===== src/rtl/f2i_pkg.sv =====
package f2i_pkg;
  localparam logic [2:0] CLS_ZERO = 3'd0;
  localparam logic [2:0] CLS_NUM  = 3'd1;
  localparam logic [2:0] CLS_INF  = 3'd2;
  localparam logic [2:0] CLS_QNAN = 3'd3;
  localparam logic [2:0] CLS_SNAN = 3'd4;

  // Strobes from control to datapath
  typedef struct packed {
    logic load;      // capture a new result
    logic zeroPath;  // force a clean zero
    logic satPath;   // class or exponent forces saturation
    logic fracOnly;  // exponent below zero: pure fraction
  } f2i_strb_t;
endpackage


===== src/rtl/f2i_ctrl.sv =====
module f2i_ctrl
  import f2i_pkg::*;
#(
  parameter int INT_W = 32,
  parameter int EXP_W = 12
) (
  input  logic                    inValid,
  input  logic [2:0]              inClass,
  input  logic signed [EXP_W-1:0] inExp,
  output f2i_strb_t               strb
);
  localparam logic signed [EXP_W-1:0] EXP_LIM = EXP_W'(INT_W);

  logic isNum, isZero, bigExp;

  always_comb begin
    isZero        = (inClass == CLS_ZERO);
    isNum         = (inClass == CLS_NUM);
    bigExp        = (inExp >= EXP_LIM);
    strb.load     = inValid;
    strb.zeroPath = isZero;
    strb.satPath  = (!isZero && !isNum) || (isNum && bigExp);
    strb.fracOnly = isNum && inExp[EXP_W-1];
  end
endmodule


===== src/rtl/f2i_dpath.sv =====
module f2i_dpath
  import f2i_pkg::*;
#(
  parameter int INT_W  = 32,
  parameter int EXP_W  = 12,
  parameter int MANT_W = 64
) (
  input  logic                    clk,
  input  logic                    rstN,
  input  f2i_strb_t               strb,
  input  logic                    inSign,
  input  logic signed [EXP_W-1:0] inExp,
  input  logic [MANT_W-1:0]       inMant,
  output logic                    outValid,
  output logic [INT_W-1:0]        resQ,
  output logic                    inexQ,
  output logic                    invQ
);
  localparam int IDX_W = $clog2(INT_W);
  localparam int SH_W  = $clog2(MANT_W) + 1;
  localparam logic [INT_W:0]   HALF    = (INT_W+1)'(1) << (INT_W - 1);
  localparam logic [INT_W-1:0] POS_SAT = {1'b0, {(INT_W-1){1'b1}}};
  localparam logic [INT_W-1:0] NEG_SAT = {1'b1, {(INT_W-1){1'b0}}};

  logic [IDX_W-1:0]  expIdx;
  logic [SH_W-1:0]   shAmt;
  logic [MANT_W-1:0] shifted, lostMask;
  logic [INT_W-1:0]  mag, signedVal, satVal;
  logic              lostBits, rangeOvf;

  always_comb begin
    expIdx   = inExp[IDX_W-1:0];
    shAmt    = SH_W'(MANT_W - 1) - SH_W'(expIdx);
    shifted  = inMant >> shAmt;
    lostMask = ~({MANT_W{1'b1}} << shAmt);
    if (strb.fracOnly) begin
      mag      = '0;
      lostBits = |inMant;
    end else begin
      mag      = shifted[INT_W-1:0];
      lostBits = |(inMant & lostMask);
    end
    rangeOvf  = ({1'b0, mag} >= (HALF + (INT_W+1)'(inSign)));
    signedVal = inSign ? (~mag + INT_W'(1)) : mag;
    satVal    = inSign ? NEG_SAT : POS_SAT;
  end

  always_ff @(posedge clk or negedge rstN) begin
    if (!rstN) begin
      outValid <= 1'b0;
      resQ     <= '0;
      inexQ    <= 1'b0;
      invQ     <= 1'b0;
    end else begin
      outValid <= strb.load;
      if (strb.load) begin
        if (strb.zeroPath) begin
          resQ  <= '0;
          inexQ <= 1'b0;
          invQ  <= 1'b0;
        end else if (strb.satPath || rangeOvf) begin
          resQ  <= satVal;
          inexQ <= 1'b0;
          invQ  <= 1'b1;
        end else begin
          resQ  <= signedVal;
          inexQ <= lostBits;
          invQ  <= 1'b0;
        end
      end
    end
  end


  load_to_valid_chk: assert property (@(posedge clk) disable iff (!rstN)
    strb.load |=> outValid);

  idle_hold_chk: assert property (@(posedge clk) disable iff (!rstN)
    !strb.load |=> (!outValid && $stable(resQ) && $stable(inexQ) && $stable(invQ)));

  zero_clean_chk: assert property (@(posedge clk) disable iff (!rstN)
    (strb.load && strb.zeroPath) |=> (resQ == '0 && !inexQ && !invQ));

  frac_only_chk: assert property (@(posedge clk) disable iff (!rstN)
    (strb.load && strb.fracOnly) |=> (resQ == '0 && inexQ && !invQ));

  sat_value_chk: assert property (@(posedge clk) disable iff (!rstN)
    (outValid && invQ) |-> (!inexQ && (resQ == (resQ[INT_W-1] ? NEG_SAT : POS_SAT))));
endmodule


===== src/rtl/f2i_trunc.sv =====
module f2i_trunc
  import f2i_pkg::*;
#(
  parameter int INT_W  = 32,
  parameter int EXP_W  = 12,
  parameter int MANT_W = 64
) (
  input  logic                    clk,
  input  logic                    rstN,
  input  logic                    inValid,
  input  logic [2:0]              inClass,
  input  logic                    inSign,
  input  logic signed [EXP_W-1:0] inExp,
  input  logic [MANT_W-1:0]       inMant,
  output logic                    outValid,
  output logic [INT_W-1:0]        result,
  output logic                    inexact,
  output logic                    invalid
);
  localparam logic signed [EXP_W-1:0] EXP_LIM = EXP_W'(INT_W);

  f2i_strb_t strb;

  f2i_ctrl #(.INT_W(INT_W), .EXP_W(EXP_W)) u_ctrl (
    .inValid (inValid),
    .inClass (inClass),
    .inExp   (inExp),
    .strb    (strb)
  );

  f2i_dpath #(.INT_W(INT_W), .EXP_W(EXP_W), .MANT_W(MANT_W)) u_dpath (
    .clk      (clk),
    .rstN     (rstN),
    .strb     (strb),
    .inSign   (inSign),
    .inExp    (inExp),
    .inMant   (inMant),
    .outValid (outValid),
    .resQ     (result),
    .inexQ    (inexact),
    .invQ     (invalid)
  );


  big_exp_chk: assert property (@(posedge clk) disable iff (!rstN)
    (inValid && inClass == CLS_NUM && inExp >= EXP_LIM) |=> (invalid && !inexact));

  non_number_chk: assert property (@(posedge clk) disable iff (!rstN)
    (inValid && inClass != CLS_NUM && inClass != CLS_ZERO) |=> invalid);
endmodule


===== config.mk =====
export PLATFORM = sky130hd
export DESIGN_NAME = f2i_trunc
export DESIGN_NICKNAME = d
export VERILOG_FILES = /design/src/rtl/f2i_pkg.sv /design/src/rtl/f2i_ctrl.sv /design/src/rtl/f2i_dpath.sv /design/src/rtl/f2i_trunc.sv
export SDC_FILE = /design/constraint.sdc
export NUM_CORES = 1
export LEC_CHECK = 0
export ABC_CLOCK_PERIOD_IN_PS = 2000
export BUFFER_PORTS_ARGS = -buffer_cell sky130_fd_sc_hd__buf_2
export CORE_MARGIN = 4
export CORE_UTILIZATION = 60
export DETAILED_ROUTE_END_ITERATION = 16
export PLACE_DENSITY_LB_ADDON = 0.15
export RECOVER_POWER = 25
export SLEW_MARGIN = 5
export SYNTH_ARGS = -nofsm -noshare
export SYNTH_HDL_FRONTEND = slang
export SYNTH_SLANG_ARGS = --single-unit

===== constraint.sdc =====
create_clock -name clk -period 2 [get_ports clk]
set_input_delay 0 -clock clk [delete_from_list [all_inputs] [get_ports clk]]
set_output_delay 0 -clock clk [all_outputs]
set_load 0.02 [all_outputs]

==> flow_summary.json, run 1 <==
{
  "run_status": "did not finish",
  "last-stage-reached": "4_1_cts",
  "error_msg": "[ERROR DPL-0033] detailed placement checks failed during check placement.",
  "cts_sink_cnt": 35,
  "postSynthCellCount": 665,
  "ys_ff_latch": 35,
  "seq_area_frac_synth": 0.163,
  "die_height_um": 103,
  "synth_cell_type_count": 75,
  "clock_tree.root_cell": "clkbuf_8",
  "dpl.cell_count": 1076,
  "netlist_area_before_placement_sq_mm": 0.00536,
  "cts.path.max_buffers": 2,
  "cts_repair_resize_count": 76,
  "number_of_synthesized_flops_with_an_enable_pin": 0,
  "cts_hold_repair.buffers": 2,
  "globalplace.congestion": 1.28,
  "cts_setup_buffers": 35,
  "ioPinCount": 118,
  "die-width_um": 103,
  "cts_buffers": 5,
  "synth_warnings": 0,
  "synth_flop_cell": "dfrtp_1",
  "dpl.hpwl_um": 21100,
  "io_buffers": 117,
  "syn_area_cell_sq_um": 8.07,
  "num_rows": 34,
  "synth.net_count": 750,
  "starting_density_of_the_core": 0.615,
  "ys_async_sr_fraction": 1.00,
  "placed_cell_area_sq_mm": 0.00790,
  "cts-htree-levels": 2
}
## Yosys cell counts (11+ instances only)
master | count | area (sq um)
nand2_1 | 77 | 289
mux2i_1 | 42 | 420
nor2_1 | 42 | 158
clkbuf_1 | 38 | 143
a21oi_1 | 35 | 175
dfrtp_1 | 35 | 876
mux4_2 | 33 | 743
nand3_1 | 25 | 125
o21ai_0 | 23 | 115
nor3_1 | 21 | 105
nor4_1 | 20 | 125
a22oi_1 | 16 | 120
inv_1 | 14 | 52.6
a221o_1 | 13 | 130
o21ai_1 | 13 | 65.1
mux2_2 | 11 | 124
## cells by family after synthesis
| group | after synthesis | synth area share |
|---|---|---|
| and+or+nand+nor | 253 | 0.242 |
| AOI/OAI and AO/OA | 209 | 0.279 |
| muxes | 90 | 0.248 |
| buffers and inverters | 74 | 0.0590 |
| DFF | 35 | 0.163 |
| xor gates and xnor gates | 2 | 0.00327 |
| adders and majority gates | 2 | 0.00466 |
## through the flow
stage / setup WS, ns / setup TNS, ns
2_1_floorplan: -1.37 / -43.94
3_5_place_dp: -1.91 / -61.12
3_3_place_gp: -1.68 / -53.96
==> run 2: changes to the inputs <==
--- a/config.mk
+++ b/config.mk
@@ -8,7 +8,7 @@
 export ABC_CLOCK_PERIOD_IN_PS = 2000
 export BUFFER_PORTS_ARGS = -buffer_cell sky130_fd_sc_hd__buf_2
 export CORE_MARGIN = 4
-export CORE_UTILIZATION = 60
+export CORE_UTILIZATION = 40
 export DETAILED_ROUTE_END_ITERATION = 16
 export PLACE_DENSITY_LB_ADDON = 0.15
 export RECOVER_POWER = 25
==> run 2 against run 1 <==
  * The flow now finishes, with violations (negative setup slack)
  * Synthesized cell count is the same
  * Area after synthesis is the same
==> flow_summary.json, run 2 <==
{
  "worst_slew_margin_rel": 0.494,
  "critical_path.endpoint_type": "flip-flop",
  "area_growth_syn_to_layout_pct": 69.0,
  "num_rows": 42,
  "avgViaCountPerCell": 6.18,
  "die-width_um": 124,
  "comb_power_share": 0.600,
  "vdd.ir_drop.worst_mv": 0.305,
  "synth.net_count": 750,
  "timing.critical_path.from": "inExp[0]",
  "clock_tree.root_cell": "clkbuf_16",
  "share_of_the_synthesized_area_in_the_top_cell_type": 0.163,
  "cts_buffers": 5,
  "globalplace.congestion": 1.00,
  "period_share": 1.64,
  "largest-register": "u_dpath.resQ",
  "grt_start_max_net_pins": 36,
  "synth_largest_area_cell": "dfrtp_1",
  "ys_async_sr_fraction": 1.00,
  "hold_slack_ns": 0.125,
  "cts.path.max_buffers": 2,
  "netlist_area_before_placement_sq_mm": 0.00536,
  "worst_r2r_startpoint": "u_dpath.resQ[25]",
  "detail-route-antenna-nets": 0,
  "global_route.overflow_total": 0,
  "power_switching_mw": 1.66,
  "max_clock_freq_mhz": 304,
  "cts_sink_cnt": 35,
  "routed_wl_um": 27000,
  "startpoint_type": "input pin",
  "dpl.hpwl_um": 21400,
  "drt_drc_violations_left": 0,
  "switching_share_of_total_power": 0.396,
  "postLayoutSetupSlackWorst_ns": -1.29,
  "initialDrtViolationCount": 700,
  "largest_register_ffs": 32,
  "core_sq_mm": 0.0132,
  "vias_in_the_first_global_route": 7766,
  "worstPathMaxFanout": 10,
  "final.fill_count": 1114,
  "routed-via-count": 7525,
  "worst_skew_pair.late_latency_ns": 0.28,
  "timing_worst_slew_pin_value_ns": 0.760,
  "synth_flop_cell": "dfrtp_1",
  "p_per_area_mw_per_mm2": 462,
  "nNetsFinal": 1125,
  "grt_antenna_before_repair": 0,
  "synth_top_cells_by_count": "nand2_1 (77), mux2i_1 (42), nor2_1 (42)",
  "violated_checks": "negative setup slack",
  "number_of_synthesized_flops_with_an_enable_pin": 0,
  "synth.area.top_cells": "dfrtp_1 (16%), mux4_2 (14%), mux2i_1 (7.8%)",
  "postSynthCellCount": 665,
  "final_util": 0.687,
  "seq_power_share": 0.201,
  "grt_setup_unrepaired": "yes",
  "worst_ep_arrival_time_ns": 3.45,
  "synthMostInstantiatedCell": "nand2_1",
  "detailed_route_wire_length_per_cell_um": 22.2,
  "dpl_worst_slack_ns": -1.82,
  "ioPinCount": 118,
  "ys_ff_latch": 35,
  "cts.clk_slew.worst_paths_ns": 0.05,
  "final-hold-violation-count": 0,
  "clkPwrFrac": 0.199,
  "synth_warnings": 0,
  "final_layout_size_suffix_gt1_frac": 0.508,
  "floorplan.die_area_sq_mm": 0.0153,
  "worstHoldPathType": "input pin to flip-flop",
  "hold_start": "inMant[22]",
  "tritoncts": "done",
  "leakage_dissipation_nw": 4.13,
  "critPathRequiredTime_ns": 2.17,
  "seq_area_frac_synth": 0.163,
  "cellInternalPower_mw": 2.53,
  "die_height_um": 124,
  "wire_length_of_the_first_global_routing_pass_um": 41700,
  "mostFrequentLayoutCells": "buf_4 (279), buf_2 (98), nand2_1 (76), nor2_1 (40), dfrtp_1 (35)",
  "antenna_cells": 0,
  "final_common_cell": "buf_4",
  "finalMaxSlewViolations": 0,
  "synth_cell_type_count": 75,
  "final-setup-viol-count": 34,
  "post-route-min-period_ns": 3.29,
  "setup.worst_path.class": "input pin to flip-flop",
  "gr-usage-all-layers": 0.351,
  "syn_area_cell_sq_um": 8.07,
  "max_cap_viol_count": 0,
  "io_buffers": 117,
  "starting_density_of_the_core": 0.407,
  "skew_ns": 0,
  "run_status": "finished with violations",
  "drt_pre_antenna_iters": 5,
  "cts-htree-levels": 2
}
run 2: cell counts after synthesis:
Identical to the previous run, type by type.
run 2: routing by layer:
metal / track usage / part of all wire / up-vias
met1: 0.410 / 0.37 / 3647
met4: 0.199 / 0.061 / 0
met5: 0 / 0 / -
met3: 0.0327 / 0.064 / 104
met2: 0.625 / 0.51 / 387
li1: - / - / 3387
run 2: power by group through the flow:
stage               combinational, mW  clock, mW  sequential [mW]
finish                           2.51      0.833            0.843
global route                     2.66      0.883            0.853
CTS                              2.41      0.840            0.841
detailed placement               2.25          0            0.850
global placement                 2.23          0            0.849
floorplan                        1.00          0            0.955
run 2: layout make-up:
cell class	count	area, sq um	share of cell area
multi-input combinational	556	4630	0.511
inverter	16	60.1	0.00662
clock buffer	7	153	0.0168
timing repair buffer	426	3120	0.344
tap	176	220	0.0243
sequential	35	876	0.0966
clock inverter	1	7.51	0.000828
run 2: logic make-up after synthesis:
group,after synthesis,synth area share
buf+inv,74,0.0590
fa+ha+maj,2,0.00466
simple gates,253,0.242
xor+xnor,2,0.00327
compound gates,209,0.279
flops,35,0.163
mux,90,0.248
run 2: worst paths after layout:
| check | endpoint | slack, ns | cells past startpoint |
|---|---|---|---|
| min in group asynchronous | u_dpath.resQ[0] | 0.33 | 2 |
| min reg2reg | u_dpath.resQ[26] | 0.48 | 2 |
| min | u_dpath.inexQ | 0.13 | 5 |
| max in group asynchronous | u_dpath.resQ[11] | 1.18 | 2 |
| max | u_dpath.resQ[24] | -1.29 | 16 |
| max reg2reg | u_dpath.resQ[25] | 1.03 | 3 |
run 2: timing repair:
action	CTS	global route
pin swaps	12	10
endpoints found under the hold margin	36	0
gates resized for setup	67	28
hold buffers	2	0
buffers inserted	19	8
gates cloned	3	0
setup endpoints to repair	34	34
run 2: critical path: stages:
cell	delay, ns
buf_12	0.10
buf_12	0.13
buf_8	0.10
mux4_2	0.53
mux2i_4	0.21
buf_6	0.13
o22ai_1	0.06
a21o_1	0.18
or4_4	0.53
nand4b_4	0.27
buf_6	0.17
o31a_1	0.34
o21ai_4	0.17
buf_8	0.19
nor3_1	0.06
a221o_1	0.26
run 2: through the flow:
stage          instance area, sq um  instances  TNS [ns]  total power [mW]
3_5_place_dp                   8210       1179    -58.24              3.10
3_3_place_gp                   8210       1179    -57.47              3.08
5_1_grt                        9070       1217    -44.74              4.40
4_1_cts                        8920       1210    -40.84              4.09
2_1_floorplan                  5590        665    -43.94              1.96
6_report                       9070       1217    -41.04              4.19
Note: power is estimated with default switching activity, not from simulation.
==> run 3: changes to the inputs <==
--- a/config.mk
+++ b/config.mk
@@ -5,6 +5,7 @@
 export SDC_FILE = /design/constraint.sdc
 export NUM_CORES = 1
 export LEC_CHECK = 0
+export ABC_AREA = 1
 export ABC_CLOCK_PERIOD_IN_PS = 2000
 export BUFFER_PORTS_ARGS = -buffer_cell sky130_fd_sc_hd__buf_2
 export CORE_MARGIN = 4
==> run 3 against run 2 <==
  * The run still ends with negative setup slack left
  * Sequential share of layout area rose by 0.38 points
  * Maximum frequency up 52%
  * Clock skew unchanged
  * Cell count grew 17%
  * Wire length is 14% lower
  * Clock power about the same
  * Worst hold slack improved by 0.17 ns
  * First-iteration DRC count grew 6.6%
  * Global-route usage fell by 4.1 points
  * Non-clock buffer count shrank 40
  * Power is 2.6% lower
  * Critical endpoint is now u_dpath.resQ[0]
==> flow_summary.json, run 3 <==
{
  "run_status": "finished with violations",
  "violated_checks": "negative setup slack",
  "clock_tree.root_cell": "clkbuf_16",
  "globalplace.congestion": 1.02,
  "startpoint_type": "input pin",
  "hold_slack_ns": 0.291,
  "tritoncts": "done",
  "share_of_the_synthesized_area_in_the_top_cell_type": 0.262,
  "worst_slew_margin_rel": 0.503,
  "dpl.hpwl_um": 17600,
  "setup_total_negative_slack_ns": -4.54,
  "critPathRequiredTime_ns": 2.17,
  "cts-htree-levels": 2,
  "die-width_um": 120,
  "vias_in_the_first_global_route": 7164,
  "total_chip_power_mw": 4.08,
  "number_of_synthesized_flops_with_an_enable_pin": 0,
  "starting_density_of_the_core": 0.413,
  "synthMostInstantiatedCell": "nand2_1",
  "period_share": 1.08,
  "cts_buffers": 5,
  "cts_sink_cnt": 35,
  "ys_ff_latch": 35,
  "io_buffers": 117,
  "syn_area_cell_sq_um": 5.58,
  "core_sq_mm": 0.0122,
  "vdd.ir_drop.worst_mv": 0.416,
  "antenna_cells": 0,
  "grt_start_max_net_pins": 40,
  "final_layout_size_suffix_gt1_frac": 0.461,
  "largest-register": "u_dpath.resQ",
  "synth_cell_type_count": 44,
  "ioPinCount": 118,
  "wire_length_of_the_first_global_routing_pass_um": 35800,
  "skew_ns": 0,
  "critical_path.endpoint_type": "flip-flop",
  "finalMaxSlewViolations": 0,
  "max_cap_viol_count": 0,
  "dpl_worst_slack_ns": -0.835,
  "postSynthCellCount": 901,
  "floorplan.die_area_sq_mm": 0.0144,
  "detailed_route_wire_length_per_cell_um": 16.4,
  "mostFrequentLayoutCells": "nand2_1 (305), buf_4 (246), nand3_1 (108), buf_2 (97), nor2_1 (58)",
  "detail-route-antenna-nets": 0,
  "grt_antenna_before_repair": 0,
  "global_route.overflow_total": 0,
  "nNetsFinal": 1340,
  "synth_top_cells_by_count": "nand2_1 (351), nand3_1 (163), nor2_1 (76)",
  "timing_worst_slew_pin_value_ns": 0.746,
  "synth.net_count": 986,
  "worstPathMaxFanout": 7,
  "final.fill_count": 1081,
  "routed-via-count": 7661,
  "synth_largest_area_cell": "nand2_1",
  "grt_setup_unrepaired": "yes",
  "die_height_um": 120,
  "worst_skew_pair.late_latency_ns": 0.29,
  "synth.area.top_cells": "nand2_1 (26%), dfrtp_1 (17%), nand3_1 (16%)",
  "final-setup-viol-count": 33,
  "seq_area_frac_synth": 0.174,
  "largest_register_ffs": 32,
  "p_per_area_mw_per_mm2": 467,
  "post-route-min-period_ns": 2.16,
  "max_clock_freq_mhz": 463,
  "worst_ep_arrival_time_ns": 2.33,
  "num_rows": 40,
  "ys_async_sr_fraction": 1.00,
  "cts.clk_slew.worst_paths_ns": 0.06,
  "drt_pre_antenna_iters": 7,
  "setup.worst_path.class": "input pin to flip-flop",
  "initialDrtViolationCount": 746,
  "final-hold-violation-count": 0,
  "gr-usage-all-layers": 0.310,
  "leakage_dissipation_nw": 4.66,
  "synth_warnings": 0,
  "area_growth_syn_to_layout_pct": 73.6,
  "final_common_cell": "nand2_1",
  "worstHoldPathType": "input pin to flip-flop",
  "routed_wl_um": 23300,
  "cts.path.max_buffers": 2,
  "synth_flop_cell": "dfrtp_1",
  "netlist_area_before_placement_sq_mm": 0.00503,
  "avgViaCountPerCell": 5.38,
  "drt_drc_violations_left": 0,
  "postLayoutSetupSlackWorst_ns": -0.161
}
-- run 3: cells by family after synthesis --
kind of cell               count (synthesis)  synth area share
DFF                                       35             0.174
xor gates and xnor gates                  11            0.0192
AOI/OAI and AO/OA                         74             0.100
buffers and inverters                    103            0.0983
adders and majority gates                  2           0.00498
and+or+nand+nor                          676             0.603
-- run 3: metrics by stage --
| stage | util | std cells | area (sq um) |
|---|---|---|---|
| floorplan | - | 901 | 5150 |
| global placement | 0.616 | 1380 | 7490 |
| detailed placement | 0.616 | 1380 | 7490 |
| CTS | 0.677 | 1409 | 8230 |
| global route | 0.717 | 1424 | 8720 |
| finish | 0.717 | 1424 | 8720 |
-- run 3: worst paths after layout --
| kind | from | slack (ns) | to | depth (start not counted) |
|---|---|---|---|---|
| min | inClass[0] | 0.29 | u_dpath.resQ[31] | 6 |
| min in group asynchronous | rstN | 0.33 | u_dpath.resQ[2] | 2 |
| min reg2reg | u_dpath.resQ[30] | 0.47 | u_dpath.resQ[30] | 2 |
| max | inExp[0] | -0.16 | u_dpath.resQ[0] | 25 |
| max in group asynchronous | rstN | 1.19 | u_dpath.resQ[1] | 2 |
| max reg2reg | u_dpath.resQ[10] | 1.37 | u_dpath.resQ[10] | 2 |
-- run 3: repair_timing --
item | in CTS | in global routing
cloned | 8 | 1
endpoints found under the setup margin | 34 | 34
endpoints found under the hold margin | 36 | 0
pin swaps | 31 | 50
hold buffers | 2 | 0
gates resized for setup | 80 | 104
setup buffers | 11 | 14
-- run 3: per-layer routing --
layer,global-route usage,part of all wire
met5,0,0
met2,0.491,0.45
met1,0.434,0.44
met3,0.0598,0.098
met4,0.0702,0.019
-- run 3: final cells by class --
cell class                 instances  area (sq um)  area share
clock inverter                     1          7.51    0.000860
clock buffer                       7           153      0.0175
tap                              168           210      0.0241
timing repair buffer             386          2860       0.328
multi-input combinational        764          4340       0.498
timing repair inverter             2          20.0     0.00229
sequential                        35           876       0.100
inverter                          61           255      0.0293
-- run 3: worst max-delay path, stage by stage --
cell and delay (ns):
buf_16 0.14, buf_8 0.13, nand2_4 0.06, nand2_4 0.05, nand2_2 0.08, nand3_2 0.09, nand3_2 0.09, nand3_2 0.08
nand2_2 0.09, inv_2 0.05, ha_4 0.25, nand2_2 0.05, nor2_2 0.08, nand2_1 0.07, nor3_2 0.13, nand3_2 0.07
nor2_1 0.11, nand3_1 0.09, nand2_2 0.09, inv_2 0.06, nand2_8 0.09, nand2_4 0.07, nand2_8 0.12, buf_12 0.13
o21ai_2 0.05
-- run 3: power by group --
group,leakage [nW],total [mW],switching [mW],internal (mW)
Clock,0.0761,0.834,0.305,0.529
Combinational,4.15,2.41,1.35,1.06
Sequential,0.429,0.835,0.0417,0.794
==> run 4: changes to the inputs <==
--- a/config.mk
+++ b/config.mk
@@ -13,6 +13,7 @@
 export DETAILED_ROUTE_END_ITERATION = 16
 export PLACE_DENSITY_LB_ADDON = 0.15
 export RECOVER_POWER = 25
+export SETUP_SLACK_MARGIN = 0.1
 export SLEW_MARGIN = 5
 export SYNTH_ARGS = -nofsm -noshare
 export SYNTH_HDL_FRONTEND = slang
==> run 4 against run 3 <==
  * Sequential share of layout area is essentially flat
  * Global-route usage grew 0.14 points
  * The run still ends with negative setup slack left
  * Wire length shrank 0.40%
  * Die area is the same
  * Cell area shrank 0.30%
  * First-iteration DRC count grew 10%
  * Worst hold slack lost 0.0057 ns
==> flow_summary.json, run 4 (synthesis results as in run 3) <==
{
  "run_status": "finished with violations",
  "violated_checks": "negative setup slack",
  "clock_tree.root_cell": "clkbuf_16",
  "gr-usage-all-layers": 0.311,
  "cts.path.max_buffers": 2,
  "area_occupied_by_multi_input_gates_sq_mm": 0.00432,
  "ioPinCount": 118,
  "postLayoutSetupSlackWorst_ns": -0.187,
  "period_share": 1.09,
  "final-setup-viol-count": 34,
  "initialDrtViolationCount": 821,
  "worstHoldPathType": "input pin to flip-flop",
  "timing_worst_slew_pin_value_ns": 0.758,
  "worst_r2r_startpoint": "u_dpath.inexQ",
  "starting_density_of_the_core": 0.413,
  "met1_usage": 0.434,
  "cts.clk_slew.worst_paths_ns": 0.06,
  "avgViaCountPerCell": 5.41,
  "final_util": 0.715,
  "use_met2": 0.496,
  "drt_drc_violations_left": 0,
  "critPathRequiredTime_ns": 2.17,
  "hold_start": "inClass[0]",
  "hold-path-endpoint": "u_dpath.resQ[31]",
  "sequential_cell_area_sq_um": 876,
  "area_growth_syn_to_layout_pct": 73.1,
  "tritoncts": "done",
  "max_clock_freq_mhz": 457,
  "worst_path_max_delay_cell": "ha_4",
  "setup_total_negative_slack_ns": -5.25,
  "setup.worst_path.class": "input pin to flip-flop",
  "dpl.hpwl_um": 17600,
  "mostFrequentLayoutCells": "nand2_1 (304), buf_4 (242), nand3_1 (114), buf_2 (97), nor2_1 (60)",
  "detailed_route_wire_length_per_cell_um": 16.3,
  "antenna_cells": 0,
  "cts_sink_cnt": 35,
  "io_buffers": 117,
  "cts_buffers": 5,
  "routed_wl_um": 23200,
  "worst_skew_pair.late_latency_ns": 0.29,
  "cts-htree-levels": 2,
  "critical_r2r_capture": "u_dpath.inexQ",
  "drt_pre_antenna_iters": 6,
  "timing.reg2reg.setup_slack_ns": 1.37,
  "largest_register_ffs": 32,
  "vdd.ir_drop.worst_mv": 0.416,
  "die_height_um": 120,
  "num_rows": 40,
  "skew_ns": 0,
  "global_route.overflow_total": 0,
  "critical_path.endpoint_type": "flip-flop",
  "timing.critical_path.buf_inv": 5,
  "worst_reg2reg_path_depth": 2,
  "crit_family": "simple AND/OR/NAND/NOR gates",
  "detail-route-antenna-nets": 0,
  "grt_util_met3": 0.0617,
  "grt_start_max_net_pins": 40,
  "final.fill_count": 1099,
  "vias_in_the_first_global_route": 7196,
  "grt_setup_unrepaired": "yes",
  "final_common_cell": "nand2_1",
  "final-hold-violation-count": 0,
  "slowest_delay_ns": 0.25,
  "worst_ep_arrival_time_ns": 2.36,
  "final_layout_size_suffix_gt1_frac": 0.454,
  "post-route-min-period_ns": 2.19,
  "grt_antenna_before_repair": 0,
  "min_path_cells": 6,
  "globalplace.congestion": 1.02,
  "startpoint_type": "input pin",
  "dpl_worst_slack_ns": -0.835,
  "max_cap_viol_count": 0,
  "total_chip_power_mw": 4.07,
  "die-width_um": 120,
  "critical_path.cell_chain": "buf_12, buf_12, nand3_1, nand3_2, nand3_2, nand3_2, nand2_2, inv_2, ha_4, nand2_2, nor2_2, nand2_1, nor3_2, nand3_1, nor2_1, nand3_1, nand2_2, inv_2, nand2_8, nand2_4, nand2_8, buf_12, o21ai_2",
  "p_per_area_mw_per_mm2": 468,
  "floorplan.die_area_sq_mm": 0.0144,
  "finalMaxSlewViolations": 0,
  "largest-register": "u_dpath.resQ",
  "leakage_dissipation_nw": 4.64,
  "most_utilized_layer_in_the_global_route_result": "met2",
  "routed-via-count": 7700,
  "worst_slew_margin_rel": 0.495,
  "core_sq_mm": 0.0122,
  "worstPathMaxFanout": 7,
  "wire_length_of_the_first_global_routing_pass_um": 36000,
  "nNetsFinal": 1338
}
[run 4: cell types whose count changed in the layout (fill, tap and decap cells not counted), moves of 2 or more]
cell     before  now
buf_4       246  242
nand3_1     108  114
nor2_2       17   14
nand3_2      53   47
nor2_1       58   60
o21ai_1      10   12
[run 4: area by class of cell]
type                    count  share of cell area
inverters                  61              0.0299
multi-input cells         764               0.497
repair buffers            384               0.328
flip-flops and latches     35               0.101
clock buffers               7              0.0175
repair inverters            2             0.00230
clock inverters             1            0.000863
well taps                 168              0.0242
[run 4: how the worst max path moves through the flow]
stage / to / from / cells past startpoint / slack [ns]
after floorplan: u_dpath.resQ[16] / inExp[0] / 27 / -0.33
after global placement: u_dpath.resQ[21] / inExp[0] / 24 / -0.73
after detailed placement: u_dpath.resQ[22] / inExp[0] / 24 / -0.83
after CTS: u_dpath.resQ[29] / inExp[0] / 22 / -0.16
after global routing: u_dpath.resQ[21] / inExp[0] / 24 / -0.31
final: u_dpath.resQ[0] / inExp[1] / 23 / -0.19
[run 4: stage by stage]
step | instance area [sq um] | instances | hold WS, ns
finish | 8700 | 1422 | 0.285
CTS | 8270 | 1412 | 0.282
global placement | 7490 | 1380 | 0.0985
detailed placement | 7490 | 1380 | 0.105
global route | 8700 | 1422 | 0.302
floorplan | 5150 | 901 | -0.296
[run 4: per-layer routing]
metal | share of wire | vias to the layer above | routed length, um
li1 | - | 3686 | -
met1 | 0.43 | 3554 | 9980
met2 | 0.45 | 408 | 10400
met3 | 0.097 | 52 | 2260
met4 | 0.024 | 0 | 555
met5 | 0 | - | 0
[run 4: tightest hold or removal path, cell delays in order]
cell,delay [ns]
buf_2,0.11
inv_1,0.08
a21oi_1,0.07
buf_4,0.16
nand2_1,0.06
o21ai_1,0.05
[run 4: repair_timing]
item / 4_1_cts / 5_1_grt
pin swaps: 31 / 40
gates resized for setup: 84 / 101
hold buffers: 2 / 0
endpoints found under the hold margin: 36 / 0
gates cloned: 9 / 0
setup buffers: 13 / 10
endpoints found under the setup margin: 34 / 34
[run 4: report_power, final]
| group | internal [mW] | switching [mW] | total [mW] |
|---|---|---|---|
| sequential | 0.794 | 0.0418 | 0.836 |
| combinational | 1.06 | 1.35 | 2.40 |
| clock | 0.529 | 0.304 | 0.833 |
| total | 2.38 | 1.69 | 4.07 |
